--- config.mk ---
export PLATFORM = sky130hd
export DESIGN_NAME = pix_point_alu
export DESIGN_NICKNAME = d
export VERILOG_FILES = /design/src/rtl/pix_point_alu.sv
export SDC_FILE = /design/constraint.sdc
export NUM_CORES = 1
export LEC_CHECK = 0
export ABC_AREA = 1
export ABC_CLOCK_PERIOD_IN_PS = 3300
export CAP_MARGIN = 20
export CORE_MARGIN = 5
export CORE_UTILIZATION = 53
export DETAILED_ROUTE_END_ITERATION = 6
export DONT_BUFFER_PORTS = 1
export PLACE_DENSITY = 0.68
export REMOVE_ABC_BUFFERS = 1
export SETUP_SLACK_MARGIN = 0.02
export SLEW_MARGIN = 15
export SYNTH_ARGS = -nofsm -noshare
export SYNTH_HDL_FRONTEND = slang
export SYNTH_SLANG_ARGS = --single-unit
--- constraint.sdc ---
create_clock -name clk -period 3.3 [get_ports clk]
set_clock_uncertainty 0.1 [all_clocks]
set_input_delay 0.66 -clock clk [delete_from_list [all_inputs] [get_ports clk]]
set_output_delay 0.66 -clock clk [all_outputs]
set_load 0.03 [all_outputs]
--- src/rtl/pix_point_alu.sv ---
module pix_point_alu #(
  parameter int W = 8
) (
  input  logic         clk,
  input  logic         rst_n,
  input  logic         in_valid,
  input  logic [W-1:0] in_pix,
  input  logic [W-1:0] in_pix_b,
  input  logic         alu_en,
  input  logic [2:0]   op_sel,
  input  logic [W-1:0] thresh,
  input  logic [3:0]   shamt,
  input  logic         sh_left,
  output logic         out_valid,
  output logic [W-1:0] out_pix
);
  localparam logic [2:0] OP_THR = 3'd0;
  localparam logic [2:0] OP_INV = 3'd1;
  localparam logic [2:0] OP_SHF = 3'd2;
  localparam logic [2:0] OP_ADD = 3'd3;
  localparam logic [2:0] OP_SUB = 3'd4;
  localparam logic [W-1:0] ONES = {W{1'b1}};

  logic         v1, en1, left1;
  logic [2:0]   op1;
  logic [W-1:0] a1, b1, th1;
  logic [3:0]   sh1;
  logic [W:0]   sum, dif;
  logic [W-1:0] res;

  always_ff @(posedge clk) begin
    if (!rst_n) begin
      v1 <= 1'b0; en1 <= 1'b0; left1 <= 1'b0; op1 <= '0;
      a1 <= '0; b1 <= '0; th1 <= '0; sh1 <= '0;
    end else begin
      v1 <= in_valid;
      if (in_valid) begin
        en1 <= alu_en; op1 <= op_sel; a1 <= in_pix; b1 <= in_pix_b;
        th1 <= thresh; sh1 <= shamt; left1 <= sh_left;
      end
    end
  end

  assign sum = {1'b0, a1} + {1'b0, b1};
  assign dif = {1'b0, a1} - {1'b0, b1};

  always_comb begin
    res = a1;
    if (en1) begin
      case (op1)
        OP_THR:  res = (a1 >= th1) ? ONES : '0;
        OP_INV:  res = ~a1;
        OP_SHF:  res = left1 ? (a1 << sh1) : (a1 >> sh1);
        OP_ADD:  res = sum[W] ? ONES : sum[W-1:0];
        OP_SUB:  res = dif[W] ? '0 : dif[W-1:0];
        default: res = a1;
      endcase
    end
  end

  always_ff @(posedge clk) begin
    if (!rst_n) begin
      out_valid <= 1'b0;
      out_pix   <= '0;
    end else begin
      out_valid <= v1;
      if (v1) out_pix <= res;
    end
  end

  AST_VALID_PIPE: assert property (@(posedge clk) disable iff (!rst_n)
    out_valid == $past(v1));
  AST_BYPASS_SAME: assert property (@(posedge clk) disable iff (!rst_n)
    (v1 && !en1) |=> (out_pix == $past(a1)));
  AST_THRESH_BINARY: assert property (@(posedge clk) disable iff (!rst_n)
    (v1 && en1 && op1 == OP_THR) |=> (out_pix == '0 || out_pix == ONES));
  AST_ADD_NO_WRAP: assert property (@(posedge clk) disable iff (!rst_n)
    (v1 && en1 && op1 == OP_ADD) |=> (out_pix >= $past(a1)));
  AST_SUB_NO_WRAP: assert property (@(posedge clk) disable iff (!rst_n)
    (v1 && en1 && op1 == OP_SUB) |=> (out_pix <= $past(a1)));
  AST_HOLD_IDLE: assert property (@(posedge clk) disable iff (!rst_n)
    !v1 |=> $stable(out_pix));
endmodule

==> flow_metrics.tcl <==
set metrics [dict create \
    cts_hold_buf 0 \
    p_seq_share_pct 41.6 \
    synth_enable_flop_cells 0 \
    start_util_pct 54.8 \
    post-route-util_pct 56.8 \
    ys_async_sr_fraction_pct 0 \
    fmax_mhz 405 \
    drt-met1-wl_um 4280 \
    clockPowerShare_pct 33.8 \
    layout-drive-gt1-share_pct 6.30 \
    power_leakage_uw 0.00163 \
    diodes 0 \
    drt_iter0_markers 288 \
    syn_area_sq_um 3260 \
    intPower_uw 978 \
    grt_usage_pct 24.0 \
    switchingPower_uw 485 \
    area_delta_synth_final_pct 3.76 \
    die_w_um 88.5 \
    fin_area_sq_um 3380 \
    grt_antenna_before_repair 0 \
    setup_viol_count_final 0 \
    cts_max_level 2 \
    cap_violations 0 \
    tritoncts "yes" \
    worst_pin_slew_ns 0.562 \
    layout.nets 570 \
    clk_latency_ns 0.30 \
    hold_class "flip-flop to flip-flop" \
    cts-resized-gates 0 \
    cts.path.max_buffers 2 \
    place_area_sq_um 3250 \
    synthCells 518 \
    period_share_pct 74.9 \
    cts_made_buffers 5 \
    switching_share_pct 33.1 \
    first_pass_iters 4 \
    worstSetupStartpointType "flip-flop" \
    n_fill_cell 633 \
    gp_congestion 0.940 \
    antenna_left 0 \
    cts_setup_buffers 0 \
    tns_ns 0 \
    rsz0062_at_grt "false" \
    slew_headroom_pct 62.5 \
    power_frac_comb_pct 24.6 \
    routed_via_density 5.52 \
    num_io_pins 45 \
    hold_viol_final 0 \
    dp.final_hpwl_um 6810 \
    status "complete, no violations" \
    die-height_um 88.5 \
    layout_common_cells "nand2_1 (120), a21oi_1 (63), inv_1 (58)" \
    cp_max_fo 6 \
    criticalPathCategory "flip-flop to flip-flop" \
    drv_slew 0 \
    r2r_cells 12 \
    ir_drop_mv 0.296 \
    ys.warnings.count 0 \
    synthDistinctLibCells 30 \
    critPathArrivalTime_ns 2.55 \
    ys_ff_latch 43 \
    wl_met2_um 3890 \
    synth_flop_cell "dfxtp_1" \
    grt_overflow 0 \
    rows 28 \
    critPathCaptureType "flip-flop" \
    portBuffers 0 \
    grt_pass1_wl_um 14700 \
    grt_pass1_vias 3103 \
    min_path_cells 2 \
    dieArea_sq_um 7820 \
    p_per_area_nw_per_um2 432 \
    wire_per_inst_um 15.3 \
    dr_wl_met3_um 564 \
    core_sq_um 5960 \
    cts_root_buf "clkbuf_8" \
    clk_pin_slew_ns 0.09 \
    critical_path_required_ns 3.38 \
    syn_avg_cell_area_sq_um 6.30 \
    yosysSeqAreaShare_pct 26.4 \
    drt_drc_violations_left 0 \
    top_layer_used "met4" \
    vias 3216 \
    cts_sinks 43 \
    grt_max_degree 37 \
    fin_crit_ns 2.47 \
    final_common_cell "nand2_1" \
    wirelength_um 8900 \
]
-- routing by layer --
layer | vias to the layer above | GRT usage, %
met5 | - | 0
met4 | 0 | 7.01
met3 | 14 | 4.00
met2 | 93 | 37.3
met1 | 1435 | 34.3
li1 | 1674 | -
-- state kept, by name, indices dropped and copies added, names as in the netlist --
register,cells
sh1,4
out_pix,8
left1,1
v1,1
out_valid,1
op1,3
a1,8
th1,8
b1,8
en1,1
-- critical path: stages, from the launching register on --
cell	delay [ns]
dfxtp_1	0.38
inv_1	0.23
ha_1	0.19
inv_1	0.05
fa_1	0.42
nand3_1	0.12
nand3_1	0.13
nand2_1	0.08
nand2_1	0.11
nand3_1	0.11
nand4_1	0.09
o21ai_1	0.24
a21oi_1	0.10
-- power by group through the flow --
stage,registers (uW),logic [uW],clock network (uW)
2_1_floorplan,603,280,0
3_3_place_gp,620,357,0
3_5_place_dp,621,356,0
4_1_cts,608,357,500
5_1_grt,614,415,532
6_report,608,360,495
-- kinds of logic (layout without fill, tap and decap cells) --
group                      Yosys count  count (layout)  share of synthesized area (%)
xor gates and xnor gates             2               2                          0.537
AOI/OAI and AO/OA                  125             125                           20.1
DFF                                 43              43                           26.4
and+or+nand+nor                    229             229                           30.3
buffers and inverters               92              82                           11.9
adders and majority gates           27              27                           10.8
-- path summary, 6_finish.rpt --
| path | start | end | slack [ns] |
|---|---|---|---|
| max reg2reg | a1[0]$_SDFFE_PN0P_ | out_pix[2]$_SDFFE_PN0P_ | 0.83 |
| max | a1[0]$_SDFFE_PN0P_ | out_pix[2]$_SDFFE_PN0P_ | 0.83 |
| min | v1$_SDFF_PN0_ | out_valid$_SDFF_PN0_ | 0.34 |
| min reg2reg | v1$_SDFF_PN0_ | out_valid$_SDFF_PN0_ | 0.34 |
-- cells in the mapped netlist, types with 4 or more instances --
cell	number	share of area, %
nand3_1	48	7.4
ha_1	25	9.6
inv_1	58	6.7
buf_4	5	1.2
dfxtp_1	43	26
a21oi_1	63	9.7
o21ai_1	7	1.1
o21ai_0	45	6.9
clkbuf_1	10	1.2
nand2_1	120	14
nor2_1	38	4.4
o211ai_1	4	0.92
inv_2	13	1.5
nand4_1	12	2.3
-- final cells by class --
type / instances / area [sq um] / area share [%]
inverter: 72 / 270 / 7.99
timing repair buffer: 2 / 15.0 / 0.444
clock buffer: 6 / 72.6 / 2.14
multi-input combinational: 383 / 2010 / 59.4
tap: 75 / 93.8 / 2.77
sequential: 43 / 861 / 25.4
clock inverter: 2 / 60.1 / 1.77
-- through the flow --
stage / setup WS, ns / hold WS, ns / power (uW) / instances
final: 0.829 / 0.341 / 1460 / 583
after floorplan: 1.22 / 0.307 / 883 / 498
after CTS: 0.862 / 0.341 / 1470 / 583
after detailed placement: 0.882 / 0.328 / 976 / 575
after global placement: 0.863 / 0.324 / 977 / 575
after global routing: 0.597 / 0.376 / 1560 / 583
Power figures use the tool's default switching activity.
